[src/rtl/fofs_pkg.sv]
package fofs_pkg;
   typedef enum logic {TGT_EMPTY = 1'b0, TGT_FULL = 1'b1} ofs_tgt_e;
   typedef enum logic {LOAD_PAR = 1'b0, LOAD_SER = 1'b1} load_mode_e;

   localparam int unsigned PRESET_TOP = 1023;
   localparam int unsigned PRESET_W   = 10;

   // preset ladder: top value halved (rounded down) per index step
   function automatic logic [PRESET_W-1:0] preset_value(input logic [2:0] idx);
      return PRESET_W'(PRESET_TOP >> idx);
   endfunction
endpackage

[src/rtl/fofs_defaults.sv]
module fofs_defaults #(
   parameter int OUT_W = 11
) (
   input  logic [2:0]       idx,
   output logic [OUT_W-1:0] val
);
   import fofs_pkg::*;

   if (OUT_W < PRESET_W) begin : g_bad_w
      initial $fatal(1, "fofs_defaults: OUT_W too small for presets");
   end

   assign val = OUT_W'(preset_value(idx));
endmodule

[src/rtl/fofs_clamp.sv]
module fofs_clamp #(
   parameter int     IN_W  = 16,
   parameter int     OUT_W = 11,
   parameter longint LIMIT = 1999
) (
   input  logic [IN_W-1:0]  din,
   output logic [OUT_W-1:0] dout
);
   localparam longint IN_MAX = (longint'(1) << IN_W) - 1;
   localparam int     CW     = (IN_W > OUT_W) ? IN_W : OUT_W;

   if (LIMIT >= IN_MAX) begin : g_pass
      // input range cannot exceed the limit: no comparator needed
      assign dout = OUT_W'(din);
   end else begin : g_cmp
      logic [CW-1:0] ext;
      assign ext  = CW'(din);
      assign dout = (ext > CW'(LIMIT)) ? OUT_W'(LIMIT) : OUT_W'(din);
   end
endmodule

[src/rtl/fofs_shift.sv]
module fofs_shift #(
   parameter int W = 11
) (
   input  logic         clk,
   input  logic         rst_n,
   input  logic         shift_en,
   input  logic         bit_in,
   output logic         done,
   output logic [W-1:0] word
);
   localparam int CNT_W = (W > 1) ? $clog2(W) : 1;
   localparam logic [CNT_W-1:0] LAST = CNT_W'(W - 1);

   logic [W-1:0]     sh_q;
   logic [CNT_W-1:0] cnt_q;

   always_ff @(posedge clk) begin
      if (!rst_n) begin
         sh_q  <= '0;
         cnt_q <= '0;
      end else if (shift_en) begin
         sh_q  <= {bit_in, sh_q[W-1:1]};
         cnt_q <= (cnt_q == LAST) ? '0 : cnt_q + 1'b1;
      end
   end

   // the word completes on the edge that takes in its final bit
   assign done = shift_en && (cnt_q == LAST);
   assign word = {bit_in, sh_q[W-1:1]};
endmodule

[src/rtl/fofs_steer.sv]
module fofs_steer #(
   parameter int DATA_W = 16,
   parameter int OFS_W  = 11
) (
   input  logic              rst_n,
   input  logic              ofs_ld_n,
   input  logic              wr_en,
   input  logic              rd_en,
   input  logic              show_ofs,
   input  logic [OFS_W-1:0]  ofs_word,
   input  logic [DATA_W-1:0] fifo_rdata,
   output logic              fifo_we,
   output logic              fifo_re,
   output logic [DATA_W-1:0] rdata
);
   assign fifo_we = rst_n & ofs_ld_n & wr_en;
   assign fifo_re = rst_n & ofs_ld_n & rd_en;
   assign rdata   = show_ofs ? DATA_W'(ofs_word) : fifo_rdata;
endmodule

[src/rtl/fofs_prog.sv]
module fofs_prog #(
   parameter int DEPTH  = 2000,
   parameter int DATA_W = 16,
   localparam int OFS_W = $clog2(DEPTH)
) (
   input  logic              clk,
   input  logic              rst_n,
   input  logic              cfg_serial,
   input  logic [1:0]        cfg_sel,
   input  logic              ofs_ld_n,
   input  logic              wr_en,
   input  logic              rd_en,
   input  logic              ser_in,
   input  logic [DATA_W-1:0] wdata,
   input  logic [DATA_W-1:0] fifo_rdata,
   output logic              fifo_we,
   output logic              fifo_re,
   output logic [DATA_W-1:0] rdata,
   output logic [OFS_W-1:0]  empty_ofs,
   output logic [OFS_W-1:0]  full_ofs
);
   import fofs_pkg::*;

   localparam longint LIMIT = longint'(DEPTH) - 1;

   if (DEPTH < 1024) begin : g_bad_depth
      initial $fatal(1, "fofs_prog: DEPTH must be at least 1024");
   end
   if (DATA_W < OFS_W) begin : g_bad_data
      initial $fatal(1, "fofs_prog: DATA_W narrower than offset");
   end

   load_mode_e       mode_q;
   ofs_tgt_e         wptr_q, rptr_q;
   logic [OFS_W-1:0] n_q, m_q, hold_q;
   logic             show_q;

   logic [OFS_W-1:0] preset, par_val, ser_raw, ser_val, new_val;
   logic             ofs_wr, ofs_rd, fifo_rd, ser_done, commit;

   assign ofs_wr  = rst_n & ~ofs_ld_n & wr_en;
   assign ofs_rd  = rst_n & ~ofs_ld_n & rd_en;
   assign fifo_rd = rst_n &  ofs_ld_n & rd_en;

   fofs_defaults #(.OUT_W(OFS_W)) u_def (
      .idx ({cfg_serial, cfg_sel}),
      .val (preset)
   );

   fofs_clamp #(.IN_W(DATA_W), .OUT_W(OFS_W), .LIMIT(LIMIT)) u_pclamp (
      .din  (wdata),
      .dout (par_val)
   );

   fofs_shift #(.W(OFS_W)) u_shift (
      .clk      (clk),
      .rst_n    (rst_n),
      .shift_en (ofs_wr && (mode_q == LOAD_SER)),
      .bit_in   (ser_in),
      .done     (ser_done),
      .word     (ser_raw)
   );

   fofs_clamp #(.IN_W(OFS_W), .OUT_W(OFS_W), .LIMIT(LIMIT)) u_sclamp (
      .din  (ser_raw),
      .dout (ser_val)
   );

   always_comb begin
      if (mode_q == LOAD_SER) begin
         commit  = ser_done;
         new_val = ser_val;
      end else begin
         commit  = ofs_wr;
         new_val = par_val;
      end
   end

   always_ff @(posedge clk) begin
      if (!rst_n) begin
         mode_q <= load_mode_e'(cfg_serial);
         n_q    <= preset;
         m_q    <= preset;
         wptr_q <= TGT_EMPTY;
      end else if (commit) begin
         if (wptr_q == TGT_EMPTY) n_q <= new_val;
         else                     m_q <= new_val;
         wptr_q <= (wptr_q == TGT_EMPTY) ? TGT_FULL : TGT_EMPTY;
      end
   end

   always_ff @(posedge clk) begin
      if (!rst_n) begin
         rptr_q <= TGT_EMPTY;
         hold_q <= '0;
         show_q <= 1'b0;
      end else if (ofs_rd) begin
         hold_q <= (rptr_q == TGT_EMPTY) ? n_q : m_q;
         show_q <= 1'b1;
         rptr_q <= (rptr_q == TGT_EMPTY) ? TGT_FULL : TGT_EMPTY;
      end else if (fifo_rd) begin
         show_q <= 1'b0;
      end
   end

   fofs_steer #(.DATA_W(DATA_W), .OFS_W(OFS_W)) u_steer (
      .rst_n      (rst_n),
      .ofs_ld_n   (ofs_ld_n),
      .wr_en      (wr_en),
      .rd_en      (rd_en),
      .show_ofs   (show_q),
      .ofs_word   (hold_q),
      .fifo_rdata (fifo_rdata),
      .fifo_we    (fifo_we),
      .fifo_re    (fifo_re),
      .rdata      (rdata)
   );

   assign empty_ofs = n_q;
   assign full_ofs  = m_q;
endmodule

[config.mk]
export PLATFORM = sky130hd
export DESIGN_NAME = fofs_prog
export DESIGN_NICKNAME = d
export VERILOG_FILES = /design/src/rtl/fofs_pkg.sv /design/src/rtl/fofs_defaults.sv /design/src/rtl/fofs_clamp.sv /design/src/rtl/fofs_shift.sv /design/src/rtl/fofs_steer.sv /design/src/rtl/fofs_prog.sv
export SDC_FILE = /design/constraint.sdc
export NUM_CORES = 1
export LEC_CHECK = 0
export ABC_AREA = 1
export BUFFER_PORTS_ARGS = -buffer_cell sky130_fd_sc_hd__buf_4
export CAP_MARGIN = 20
export CORE_MARGIN = 3
export CORE_UTILIZATION = 54
export CTS_BUF_LIST = sky130_fd_sc_hd__clkbuf_4 sky130_fd_sc_hd__clkbuf_8 sky130_fd_sc_hd__clkbuf_16
export CTS_CLUSTER_SIZE = 40
export DETAILED_ROUTE_END_ITERATION = 10
export HOLD_SLACK_MARGIN = 0.06
export PLACE_DENSITY = 0.84
export SETUP_SLACK_MARGIN = 0.05
export SLEW_MARGIN = 20
export SYNTH_ARGS = -nofsm -noshare
export SYNTH_HDL_FRONTEND = slang
export SYNTH_SLANG_ARGS = --single-unit
[constraint.sdc]
create_clock -name clk -period 2.2 [get_ports clk]
set_input_delay 0.33 -clock clk [delete_from_list [all_inputs] [get_ports clk]]
set_output_delay 0.33 -clock clk [all_outputs]
set_load 0.05 [all_outputs]
* Word-level counts from Yosys, hierarchy flattened
Cells that the tools add are included.
** Word-level totals
- Flip-flop bits (word level) :: 52
- Output and inout port bits :: 40
- Logic and storage cells :: 51
** Cells by class
- Add/subtract/negate cells :: 1
- Order comparisons :: 2
- Equal/unequal tests :: 4
- Shift operators :: 1
- Mux-type cells :: 17
- Bitwise operators :: 8
- Reductions and logical operators :: 7
** Operators by type and width (number)
- 10-bit 2-to-1 mux :: 6
- 11-bit 2-to-1 mux :: 4
- 16-bit by 11-bit greater-than comparator with 1-bit output (second input constant) :: 1
- 16-bit 2-to-1 mux :: 1
- 11-bit greater-than comparator (second input constant) :: 1
- 10-bit by 3-bit >> shifter with 10-bit output (first input constant) :: 1
- 2-bit AND reduction :: 4
- 1-bit bitwise AND :: 6
- 1-bit 2-to-1 mux :: 5
- 4-bit by 1-bit adder with 4-bit output (second input constant) :: 1
- 4-bit == test (second input constant) :: 1
- 4-bit 2-to-1 mux :: 1
- 2-bit by 1-bit inequality test with 1-bit output (second input constant) :: 2
- 1-bit logical AND :: 2
- 2-bit inequality test (second input constant) :: 1
- 1-bit inverter :: 2
- 2-bit nonzero test :: 1

* Logic depth before layout (Yosys ltp)
- Depth after elaboration :: 8
- Mapped depth :: 8

* Hierarchy
Synthesis repeated with hierarchy kept, for this count alone.
** Second synthesis, totals
- Cell total of the unflattened synthesis :: 366
- Area, all modules :: 2718.9 sq um
** Modules (own cells, without submodules)
- fofs_prog :: instances 1, cells an instance 176, area each 1614.0 sq um
- fofs_shift :: instances 1, cells an instance 74, area each 545.5 sq um
- fofs_steer :: instances 1, cells an instance 52, area each 222.7 sq um
- fofs_clamp (u_pclamp) :: instances 1, cells an instance 25, area each 158.9 sq um
- fofs_clamp (u_sclamp) :: instances 1, cells an instance 24, area each 100.1 sq um
- fofs_defaults :: instances 1, cells an instance 15, area each 77.6 sq um

* Least setup slack after synthesis
No wires, ideal clock.
- Kind :: flip-flop to output port
- Start :: register show_q
- End :: output port rdata[0]
- Data arrival time :: 1746 ps
- Required time :: 1870 ps
- Path slack :: 124 ps
- Stages on the path, launching flop included :: 4
- Buffers on the path :: 1
- Cell sequence :: dfxtp_1 -> inv_1 -> clkbuf_1 -> o21ai_0
** Between the ends
- Longest elaborated chain between the ends :: 1
** RTL lines
- start: declaration :: RTL line fofs_prog.sv:36 : logic show_q;
- start signal: assignment :: RTL line fofs_prog.sv:96 : show_q <= 1'b0;
- start signal: assignment :: RTL line fofs_prog.sv:99 : show_q <= 1'b1;
- start signal: assignment :: RTL line fofs_prog.sv:102 : show_q <= 1'b0;
- 16-bit 2-to-1 mux :: RTL line fofs_steer.sv:18 : assign rdata = show_ofs ? DATA_W'(ofs_word) : fifo_rdata;
- end: declaration :: RTL line fofs_prog.sv:18 : output logic [DATA_W-1:0] rdata,
Every way passes these cells.

* Worst setup path after layout
Ends and elaborated chain as after synthesis.

==> flow_summary_export.csv <==
group,metric,value,unit
outcome,status,"completed",
synth,netlist_top_cells_area,"edfxtp_1 (25%), dfxtp_1 (24%), nand2_1 (13%), o21ai_0 (7.0%), a21oi_1 (6.6%)",
clock_network,clkLatencyLatePin,0.29,ns
setup_path,path_cells,"inv_1 > nand2_1 > o21ai_0 > buf_4",
routing,route.detailed.drc,0,
routing,drtIter0Drc,152,
timing,final.setup.tns,0,ns
clock_network,cts.hold.buffers_added,0,
final_layout,area_growth,25.6,%
setup_path,crit_type,"reg -> out",
global_route,grt_pass1_vias,2101,
routing,wire_per_inst,12.4,um
clock_network,clkTransAtPathRegs,0.08,ns
floorplan,fp.dieArea,5520,um2
synth,async_flop_share,0,
place,port_buffers,80,
global_route,antenna_found_initial,0,
place,place_ws,0.407,ns
place,dp_hpwl,4400,um
setup_path,worstSetupEndpointType,"output pin",
synth,synth_top_family_by_area,"simple AND/OR/NAND/NOR gates",
flow_run,max-cap-violations,0,
setup_path,cp-start-kind,"flip-flop",
setup_path,path_max_fanout,23,
synth,synth_mux_area_frac,0,
timing,period_needed,1.82,ns
power_and_ir_drop,p_per_area,666,nW/um2
global_route,grt_max_degree,39,
clock_network,cts-buffers-inserted,5,
synth,synth_seq_cells,51,
floorplan,num_io_pins,81,
synth,synthCells,329,
synth,synthFlopType,"dfxtp_1",
setup_path,critical_path_required,1.87,ns
clock_network,cts_tree,"built",
final_layout,antenna_cells,0,
clock_network,htreeDepth,2,
clock_network,post_cts_buffers,0,
setup_path,max_stage_delay,0.42,ns
place,place_congestion,0.925,
clock_network,cts_root_buf,"clkbuf_8",
synth,synth_cell_types,26,
synth,syn-num-nets,370,
synth,yosys.area_share.simple,0.245,
power_and_ir_drop,leakagePower,1.47,nW
final_layout,drive_gt1_frac,0.244,
global_route,grt_usage,0.206,
floorplan,die_h,74.3,um
timing,hold_violations,0,
clock_network,cts_max_path_buffers,2,
synth,synth_top_area_share,0.250,
routing,totalWireLength,5620,um
synth,synth.largest_area_cell,"edfxtp_1",
routing,antenna_left,0,
floorplan,rows,24,
hold_path,hp-class,"in -> reg",
setup_path,crit_arrival,1.49,ns
power_and_ir_drop,peakVddDrop,417,uV
routing,via_count,2299,
synth,synthXorXnorAreaFrac,0,
setup_path,critPathBufInv,2,
timing,post-route-period-util,0.829,
setup_path,cp_top_family,"buffers and inverters",
timing,tightestPinTransition,0.611,ns
timing,setup_slack,0.376,ns
timing,slew_headroom,0.592,
final_layout,num-nets-final,442,
routing,via_per_inst,5.06,
synth,syn-mean-instance-area,7.66,um2
floorplan,initial_core_util,0.571,
synth,yosysWarnings,0,
timing,final_max_slew_viol_count,0,
synth,syn_area,2520,um2
timing,setup_violations,0,
timing,rsz0062_at_grt,"false",
setup_path,slowest_stage,"inv_1",
synth,synth_edf_count,21,
routing,dr.pass1.iters,4,
synth,synth_fa_ha_area_frac,0,
timing,fmax,0.548,GHz
global_route,gr-total-overflow,0,
timing,skew,0.00387,ns
synth,yosysSeqAreaShare,0.489,
clock_network,cts_resized,0,
synth,synth_compound_area_frac,0.159,
floorplan,coreArea,4410,um2
power_and_ir_drop,power,2.11,mW
floorplan,die_w,74.3,um
global_route,grt_pass1_wl,8950,um
clock_network,numClockSinks,51,
## metrics by stage
| stage | util | cells | area [um2] | hold WS [ns] |
|---|---|---|---|---|
| final | 0.717 | 454 | 3160 | 0.231 |
| after global routing | 0.717 | 454 | 3160 | 0.213 |
| after CTS | 0.717 | 454 | 3160 | 0.223 |
| after detailed placement | 0.698 | 446 | 3080 | 0.442 |
| after global placement | 0.698 | 446 | 3080 | 0.437 |
| after floorplan | - | 329 | 2520 | 0.424 |
## power by group
part	internal [mW]	switching, mW
clock network	0.230	0.276
registers	1.04	0.0387
logic	0.168	0.352
total	1.44	0.666
## per-layer routing
layer / share of wire / wire length [um] / GRT usage
met1: 0.43 / 2400 / 0.261
met2: 0.47 / 2640 / 0.339
met3: 0.089 / 500 / 0.0500
met4: 0.015 / 87 / 0.0830
met5: 0 / 0 / 0
## path summary, 6_finish.rpt
check / startpoint / end / slack (ns) / depth (start not counted)
worst max-delay path: show_q / rdata[0] / 0.38 / 4
worst min-delay path: cfg_serial / mode_q / 0.23 / 1
worst max register to register: mode_q / full_ofs[4] / 0.44 / 3
worst min register to register: hold_q[0] / hold_q[0] / 0.45 / 2
## cell type report
| cell class | instances | area, um2 |
|---|---|---|
| clock inverters | 2 | 7.51 |
| multi-input cells | 219 | 1020 |
| inverters | 44 | 165 |
| clock buffers | 6 | 76.3 |
| repair buffers | 80 | 601 |
| well taps | 52 | 65.1 |
| flip-flops and latches | 51 | 1230 |
| fillers | 346 | 1250 |
## cells in the mapped netlist, drive strengths merged, types with 2 or more instances
cell type / instances
buf: 14
a21oi: 34
dfxtp: 30
edfxtp: 21
and3: 2
nand2: 88
nand3: 15
o21ai: 43
inv: 44
nand3b: 3
nor2: 27
nor3: 4
## logic make-up after synthesis
| logic type | count (synthesis) |
|---|---|
| and+or+nand+nor | 141 |
| AOI/OAI and AO/OA | 78 |
| buffers and inverters | 59 |
| DFF | 51 |
## worst register-to-register path, cell delays in order, from the launching register on
cell	delay, ns
edfxtp_1	0.66
nand2_1	0.24
nand3_1	0.12
nand2_1	0.40
## registers in the layout, indices dropped and copies added, names as in the netlist
signal,cells
empty_ofs,11
full_ofs,11
hold_q,11
mode_q,1
rptr_q,1
show_q,1
u_shift.cnt_q,4
u_shift.sh_q,10
wptr_q,1
## layout by cell type (no fill, tap or decap), drive strengths merged
master / netlist / layout
inv: 44 / 44
o21ai: 43 / 43
o31ai: 1 / 1
nand4: 1 / 1
nor3: 4 / 4
edfxtp: 21 / 21
or2: 1 / 1
nand3b: 3 / 3
a21oi: 34 / 34
nand3: 15 / 15
dfxtp: 30 / 30
clkbuf: 1 / 6
buf: 14 / 80
nor2: 27 / 27
and3: 2 / 2
clkinv: 0 / 2
nand2: 88 / 88
No activity file was read; power rests on OpenSTA's default activity.
